==> src/rtl/mbx_pkg.sv <==
package mbx_pkg;

    typedef enum logic {
        SIDE_L = 1'b0,
        SIDE_R = 1'b1
    } mbx_side_e;

    localparam int unsigned NUM_SIDES = 2;

    // Per-port access strobes as seen by the doorbell logic.
    typedef struct packed {
        logic cs;
        logic wr;
        logic oe;
        logic busy;
    } mbx_ctrl_t;

    // Decoded doorbell events from one port.
    typedef struct packed {
        logic ring_peer;
        logic ack_own;
    } mbx_evt_t;

    // Mailbox word owned by a side: right owns the top word, left the one below.
    function automatic longint unsigned mbox_word(input mbx_side_e side, input int unsigned aw);
        longint unsigned top;
        top = (longint'(1) << aw) - 1;
        return (side == SIDE_R) ? top : top - 1;
    endfunction

    function automatic mbx_side_e peer_of(input mbx_side_e side);
        return (side == SIDE_L) ? SIDE_R : SIDE_L;
    endfunction

endpackage

==> src/rtl/mbx_port_decode.sv <==
module mbx_port_decode
    import mbx_pkg::*;
#(
    parameter int unsigned     AW       = 12,
    parameter logic [AW-1:0]   OWN_BOX  = '1,
    parameter logic [AW-1:0]   PEER_BOX = '1
) (
    input  logic [AW-1:0] addr_i,
    input  mbx_ctrl_t     ctrl_i,
    output mbx_evt_t      evt_o
);
    logic hit_own;
    logic hit_peer;
    logic granted;

    always_comb begin
        hit_own   = (addr_i == OWN_BOX);
        hit_peer  = (addr_i == PEER_BOX);
        granted   = ctrl_i.cs && !ctrl_i.busy;
        evt_o.ring_peer = granted && ctrl_i.wr && hit_peer;
        evt_o.ack_own   = granted && !ctrl_i.wr && ctrl_i.oe && hit_own;
    end

endmodule

==> src/rtl/mbx_flag.sv <==
module mbx_flag (
    input  logic clk,
    input  logic rst,
    input  logic set_i,
    input  logic clr_i,
    output logic irq_n_o
);
    always_ff @(posedge clk) begin
        if (rst)        irq_n_o <= 1'b1;
        else if (set_i) irq_n_o <= 1'b0;
        else if (clr_i) irq_n_o <= 1'b1;
    end

    // set has priority over a same-cycle clear
    p_set_wins_r9: assert property (@(posedge clk) disable iff (rst)
        set_i |=> !irq_n_o);

    // an uncontested clear releases the line
    p_clear_releases_r5: assert property (@(posedge clk) disable iff (rst)
        (clr_i && !set_i) |=> irq_n_o);

endmodule

==> src/rtl/mbx_irq_ctrl.sv <==
module mbx_irq_ctrl
    import mbx_pkg::*;
#(
    parameter int unsigned AW = 12
) (
    input  logic          clk,
    input  logic          rst,
    input  logic [AW-1:0] l_addr,
    input  logic          l_cs,
    input  logic          l_wr,
    input  logic          l_oe,
    input  logic          l_busy,
    input  logic [AW-1:0] r_addr,
    input  logic          r_cs,
    input  logic          r_wr,
    input  logic          r_oe,
    input  logic          r_busy,
    output logic          l_irq_n,
    output logic          r_irq_n
);
    localparam logic [AW-1:0] BOX_L = AW'(mbox_word(SIDE_L, AW));
    localparam logic [AW-1:0] BOX_R = AW'(mbox_word(SIDE_R, AW));

    logic [AW-1:0] addr_a [NUM_SIDES];
    mbx_ctrl_t     ctrl_a [NUM_SIDES];
    mbx_evt_t      evt_a  [NUM_SIDES];
    logic          irq_a  [NUM_SIDES];

    always_comb begin
        addr_a[SIDE_L] = l_addr;
        addr_a[SIDE_R] = r_addr;
        ctrl_a[SIDE_L] = '{cs: l_cs, wr: l_wr, oe: l_oe, busy: l_busy};
        ctrl_a[SIDE_R] = '{cs: r_cs, wr: r_wr, oe: r_oe, busy: r_busy};
    end

    for (genvar s = 0; s < NUM_SIDES; s++) begin : g_side
        localparam mbx_side_e     ME   = mbx_side_e'(s);
        localparam mbx_side_e     PEER = peer_of(ME);
        localparam logic [AW-1:0] OWN  = (ME == SIDE_L) ? BOX_L : BOX_R;
        localparam logic [AW-1:0] OTH  = (ME == SIDE_L) ? BOX_R : BOX_L;

        mbx_port_decode #(
            .AW       (AW),
            .OWN_BOX  (OWN),
            .PEER_BOX (OTH)
        ) i_dec (
            .addr_i (addr_a[s]),
            .ctrl_i (ctrl_a[s]),
            .evt_o  (evt_a[s])
        );

        mbx_flag i_flag (
            .clk     (clk),
            .rst     (rst),
            .set_i   (evt_a[PEER].ring_peer),
            .clr_i   (evt_a[s].ack_own),
            .irq_n_o (irq_a[s])
        );
    end

    assign l_irq_n = irq_a[SIDE_L];
    assign r_irq_n = irq_a[SIDE_R];

    // left write to the top word rings the right port
    p_ring_right_r2: assert property (@(posedge clk) disable iff (rst)
        (l_cs && l_wr && !l_busy && l_addr == BOX_R) |=> !r_irq_n);

    // right write to the word below the top rings the left port
    p_ring_left_r3: assert property (@(posedge clk) disable iff (rst)
        (r_cs && r_wr && !r_busy && r_addr == BOX_L) |=> !l_irq_n);

    // right owner acknowledge with no competing ring
    p_ack_right_r4: assert property (@(posedge clk) disable iff (rst)
        (r_cs && !r_wr && r_oe && !r_busy && r_addr == BOX_R &&
         !(l_cs && l_wr && !l_busy && l_addr == BOX_R)) |=> r_irq_n);

    // an idle line only drops through an unblocked peer write
    p_no_ring_r7: assert property (@(posedge clk) disable iff (rst)
        (r_irq_n && !(l_cs && l_wr && !l_busy && l_addr == BOX_R)) |=> r_irq_n);

    // a pending line only rises through an unblocked owner read
    p_no_ack_r8: assert property (@(posedge clk) disable iff (rst)
        (!l_irq_n && !(l_cs && !l_wr && l_oe && !l_busy && l_addr == BOX_L)) |=> !l_irq_n);

endmodule

==> config.mk <==
export PLATFORM = sky130hd
export DESIGN_NAME = mbx_irq_ctrl
export DESIGN_NICKNAME = d
export VERILOG_FILES = /design/src/rtl/mbx_pkg.sv /design/src/rtl/mbx_port_decode.sv /design/src/rtl/mbx_flag.sv /design/src/rtl/mbx_irq_ctrl.sv
export SDC_FILE = /design/constraint.sdc
export NUM_CORES = 1
export LEC_CHECK = 0
export ABC_AREA = 1
export BUFFER_PORTS_ARGS = -buffer_cell sky130_fd_sc_hd__buf_2
export CORE_AREA = 2 2 39 41
export DETAILED_ROUTE_END_ITERATION = 8
export DIE_AREA = 0 0 41 43
export GPL_ROUTABILITY_DRIVEN = 1
export PLACE_DENSITY_LB_ADDON = 0.3
export SLEW_MARGIN = 25
export SYNTH_ARGS = -nofsm -noshare
export SYNTH_HDL_FRONTEND = slang
export SYNTH_HIERARCHICAL = 1
export SYNTH_SLANG_ARGS = --single-unit
==> constraint.sdc <==
create_clock -name clk -period 1.64 [get_ports clk]
set_input_delay 0.164 -clock clk [delete_from_list [all_inputs] [get_ports clk]]
set_output_delay 0.164 -clock clk [all_outputs]
set_load 0.05 [all_outputs]
==> results of run 1 <==
==> layer usage <==
layer / up-vias / wire length, um / GRT usage, %
li1: 231 / - / -
met3: 0 / 97 / 3.14
met5: - / 0 / 0
met1: 142 / 286 / 7.35
met4: 0 / 0 / 8.00
met2: 22 / 307 / 13.8
==> power breakdown <==
part           internal (W)   switching, W  total [W]
Clock             0.0000805      0.0000256   0.000106
Combinational     0.0000352      0.0000219  0.0000571
Sequential        0.0000491  0.00000000123  0.0000491
Total              0.000165      0.0000475   0.000212
==> cells by family after synthesis <==
group	share of synthesized area [%]
AOI/OAI and AO/OA	4.12
buffers and inverters	15.5
and+or+nand+nor	63.9
DFF	16.5
==> per-stage QoR <==
| step | worst slack [ns] | instances | total power, W |
|---|---|---|---|
| global route | 0.638 | 108 | 0.000240 |
| floorplan | 0.789 | 54 | 0.0000678 |
| finish | 0.679 | 108 | 0.000212 |
| global placement | 0.788 | 105 | 0.000106 |
| CTS | 0.656 | 108 | 0.000220 |
| detailed placement | 0.768 | 105 | 0.000107 |
==> area by class of cell <==
type / instances / area, um^2
fillers: 163 / 923
repair buffers: 35 / 175
multi-input cells: 42 / 165
flip-flops and latches: 2 / 40.0
inverters: 10 / 37.5
clock buffers: 3 / 22.5
well taps: 16 / 20.0
==> synthesized netlist by cell type <==
cell,count
dfxtp_1,2
nor2_1,12
o21ai_1,2
nand2_1,26
inv_1,10
nor2_2,2
==> worst max path at each step <==
stage	cells after the start	end	slack [ns]
finish	1	l_irq_n	0.68
global route	1	l_irq_n	0.64
floorplan	2	g_side[0].i_flag/irq_n_o	0.79
detailed placement	9	g_side[0].i_flag/irq_n_o	0.77
global placement	9	g_side[0].i_flag/irq_n_o	0.79
CTS	1	l_irq_n	0.66
==> impl_metrics.ini, run 1 <==
[critical_path]
cp_num_buf_inv = 1
crit_start = g_side[0].i_flag/irq_n_o
cp.arrival_ns = 0.80
r2r_slack_ns = 1.04
r2r-start = g_side[0].i_flag/irq_n_o
crit_fanout = 2
end_kind = primary output
required_ns = 1.48
worst_path_dominant_cell_family = flip-flops
slowest_stage = dfxtp_1
start_kind = flip-flop
rr_endpoint = g_side[0].i_flag/irq_n_o
path_cells = buf_2
max_stage_delay_ns = 0.31
rr_worst_depth = 2
criticalPathCategory = reg2out

[min_path]
min_path_cells = 3
hold_end = g_side[0].i_flag/irq_n_o
hold_path_class = in2reg
min_from = rst

[global_routing]
antenna_found_initial = 0
grt-ovfl-total = 0
grt_pass1_vias = 313
grt_pass1_wl_um = 986
track_usage_pct = 8.52
grt_max_degree = 3

[clocking]
clk_latency_ns = 0.22
cts_root_buffer = clkbuf_4
cts_tree = yes
clkSinkCount = 2
cts_buffers = 3
h-tree-depth = 1
cts_max_path_buffers = 2
post_cts_buffers = 0
ctsHoldBuffers = 0
ctsResizeCount = 0
clkTransAtPathRegs_ns = 0.03

[detailed_routing]
antenna_left = 0
viasPerCell = 3.66
drc = 0
drt_wl_total_um = 690
drt_iter0_drc = 2
drtPass1Iterations = 3
vias = 395
avgRoutedWirePerCell_um = 6.39

[sta]
hold_viol = 0
worst_pin_slew_ns = 0.252
period_share_pct = 58.6
whs_ns = 0.135
finalSetupViolCount = 0
finalMaxSlewViolations = 0
fin_tns_setup_ns = 0
clock_skew_ns = 0
max_freq_ghz = 1.04
rsz0062_at_grt = false
min_period_ns = 0.961
max_slew_margin_pct = 83.3

[floorplanning]
die_w_um = 41
io_pins = 36
start_util_pct = 17.5
dieArea_um2 = 1760
row_count = 14
coreArea_um2 = 1380
die_height_um = 43

[layout]
largest-register = g_side.i_flag/irq_n_o
final_common_cell = buf_2
mostFrequentLayoutCells = buf_2 (35), nand2_1 (26), nor2_1 (12), inv_1 (10), clkbuf_4 (3)
finalInstanceArea_um2 = 460
utilization_pct = 33.3
top_regs = g_side.i_flag/irq_n_o (2)
drive_above_1_share_pct = 43.5
largest_reg_flops = 2
area_growth_pct = 89.7
layout.nets = 128
num_antenna_cells = 0

[power]
powerDensity_nw_per_um2 = 461
ir_drop_mv = 0.241
leakage_nw = 0.270

[placed_design]
place_area_um2 = 438
dp_hpwl_um = 616
numPortBuffers = 35
place.gp.congestion = 0.585

[yosys]
synth.top_cell.area_share_pct = 40.2
ys_types = 6
ys_seq_area_share_pct = 16.5
syn_inst = 54
yosysWarnings = 6
synth_nets = 88
ys_top_cells_by_area = nand2_1 (40%), nor2_1 (19%), dfxtp_1 (16%)
synth-seq-cells = 2
yosys.area.top_type = nand2_1
syn_area_per_cell_um2 = 4.50
synth_area_um2 = 243

[run_status]
status = complete, no violations

[flow_run]
cap_violations = 0
No activity file was read; power rests on OpenSTA's default activity.
==> run 2, diff against run 1 <==
Settings changed: ABC_AREA 1 to 0.
Clock period 1.64 ns to 1 ns, I/O delays scaled along.
==> run 2 against run 1 <==
Compared with the run above:
- global-route usage grew 0.60 points
- critical path depth is the same
- sequential share of layout area grew 1.1 points
- power grew 61%
- sequential cell count is the same
- largest cell class unchanged
- utilization shrank 3.6 points
- clock skew is the same
- combinational power grew 50%
- clock power grew 65%
- die area is the same
- count of clock-buffer cells in the layout is the same
==> impl_metrics.ini, run 2 <==
[global_routing]
grt_pass1_wl_mm = 1.07
busiest_layer = met2
use_met1_pct = 7.67
met3_usage_pct = 3.66
track_usage_pct = 9.12
grt_max_degree = 3
grt-ovfl-total = 0
antenna_found_initial = 0
grt_pass1_vias = 340
gr-usage-met2_pct = 15.9

[critical_path]
start_kind = flip-flop
r2r_slack_ns = 0.37
end_kind = primary output
max_stage_delay_ns = 0.32
slowest_stage = dfxtp_1
required_ns = 0.90
criticalPathCategory = reg2out
crit_start = g_side[0].i_flag/irq_n_o
r2r-start = g_side[0].i_flag/irq_n_o
cp.arrival_ns = 0.81
endpoint = l_irq_n
crit_fanout = 2
rr_worst_depth = 2
worst_path_dominant_cell_family = flip-flops
cp_num_buf_inv = 1
path_cells = buf_2
cp.depth = 1
rr_endpoint = g_side[0].i_flag/irq_n_o

[placed_design]
place.gp.congestion = 0.683
placedCellCount = 73
numPortBuffers = 35
place_area_um2 = 388

[yosys]
async_flop_share_pct = 0
syn_inst = 22
yosys.area.top_type = dfxtp_1
synth.most_common_cell = nand4_1
synth_commonest_cells = nand4_1 (5), nand4b_1 (4), nor4_1 (3)
ys_top_cells_by_area = dfxtp_1 (21%), nand4b_1 (18%), nand4_1 (16%)
yosysWarnings = 6
ys_seq_area_share_pct = 20.8
synth-seq-cells = 2
synth_edf_count = 0
syn_area_per_cell_um2 = 8.76
synth_nets = 56
synth_ff_type = dfxtp_1
ys_types = 10
synth_area_um2 = 193
synth.top_cell.area_share_pct = 20.8

[detailed_routing]
drtPass1Iterations = 2
antenna_left = 0
vias = 359
drc = 0
viasPerCell = 4.72
drt_iter0_drc = 2
avgRoutedWirePerCell_um = 10.2
drt_wl_total_um = 772

[sta]
max_freq_ghz = 1.10
rsz0062_at_grt = false
worst_pin_slew_ns = 0.314
clock_skew_ns = 0
hold_viol = 0
max_slew_margin_pct = 78.9
whs_ns = 0.0819
finalSetupViolCount = 0
finalMaxSlewViolations = 0
min_period_ns = 0.906
fin_tns_setup_ns = 0
period_share_pct = 90.6

[power]
leakage_nw = 0.185
total_power_w = 0.000341
ir_drop_mv = 0.298
powerDensity_nw_per_um2 = 832

[clocking]
cts_max_path_buffers = 2
cts_root_buffer = clkbuf_4
clk_latency_ns = 0.22
cts_tree = yes
h-tree-depth = 1
clkSinkCount = 2
ctsHoldBuffers = 0
ctsResizeCount = 0
cts_buffers = 3
clkTransAtPathRegs_ns = 0.03
post_cts_buffers = 0

[floorplanning]
row_count = 14
coreArea_um2 = 1380
dieArea_um2 = 1760
die_w_um = 41
start_util_pct = 13.9
die_height_um = 43
io_pins = 36

[layout]
register_area_um2 = 40.0
layout.nets = 96
mostFrequentLayoutCells = buf_2 (35), nand4_1 (5), nand4b_1 (4), clkbuf_4 (3), nor4_1 (3)
top_regs = g_side.i_flag/irq_n_o (2)
finalInstanceArea_um2 = 410
largest_reg_flops = 2
final_common_cell = buf_2
fill_cells = 154
multi_input_area_um2 = 153
num_antenna_cells = 0
drive_above_1_share_pct = 68.3
layoutNonFillerInstCount = 76
area_growth_pct = 113
largest-register = g_side.i_flag/irq_n_o

[flow_run]
cap_violations = 0

[run_status]
status = complete, no violations

[min_path]
hold_path_class = in2reg
## run 2: per-layer routing
layer / vias to the layer above / routed length, um
li1: 174 / -
met1: 149 / 261
met2: 36 / 330
met3: 0 / 180
met4: 0 / 0
met5: - / 0
## run 2: layout make-up
cell class                      instances  share of cell area (%)
Timing Repair Buffer                   35                    42.7
Multi-Input combinational cell         20                    37.2
Sequential cell                         2                    9.76
Clock buffer                            3                    5.49
Tap cell                               16                    4.88
## run 2: kinds of logic (layout without fill, tap and decap cells)
family                 count (synthesis)  count (layout)  share of synthesized area (%)
flip-flops                             2               2                           20.8
AO/OA/AOI/OAI                          2               2                           11.7
buffers and inverters                  0              38                              0
AND/OR/NAND/NOR                       18              18                           67.5
## run 2: how the worst min path moves through the flow
stage | from | end | depth (start not counted)
after global routing | rst | g_side[1].i_flag/irq_n_o | 2
after detailed placement | rst | g_side[1].i_flag/irq_n_o | 2
after CTS | rst | g_side[1].i_flag/irq_n_o | 2
after floorplan | rst | g_side[0].i_flag/irq_n_o | 1
final | rst | g_side[1].i_flag/irq_n_o | 2
after global placement | rst | g_side[0].i_flag/irq_n_o | 2
## run 2: metrics by stage
| step | utilization, % | setup WS (ns) |
|---|---|---|
| final | 29.7 | 0.0939 |
| after global routing | 29.7 | 0.0433 |
| after CTS | 29.7 | 0.0739 |
| after detailed placement | 28.0 | 0.0198 |
| after global placement | 28.0 | 0.0409 |
| after floorplan | - | 0.107 |
## run 2: report_power, final
group,switching (W),total (W),internal (W),leakage [nW]
logic,0.0000292,0.0000854,0.0000562,0.155
registers,0.00000000238,0.0000804,0.0000804,0.0162
clock network,0.0000433,0.000175,0.000132,0.0138
total,0.0000724,0.000341,0.000269,0.185
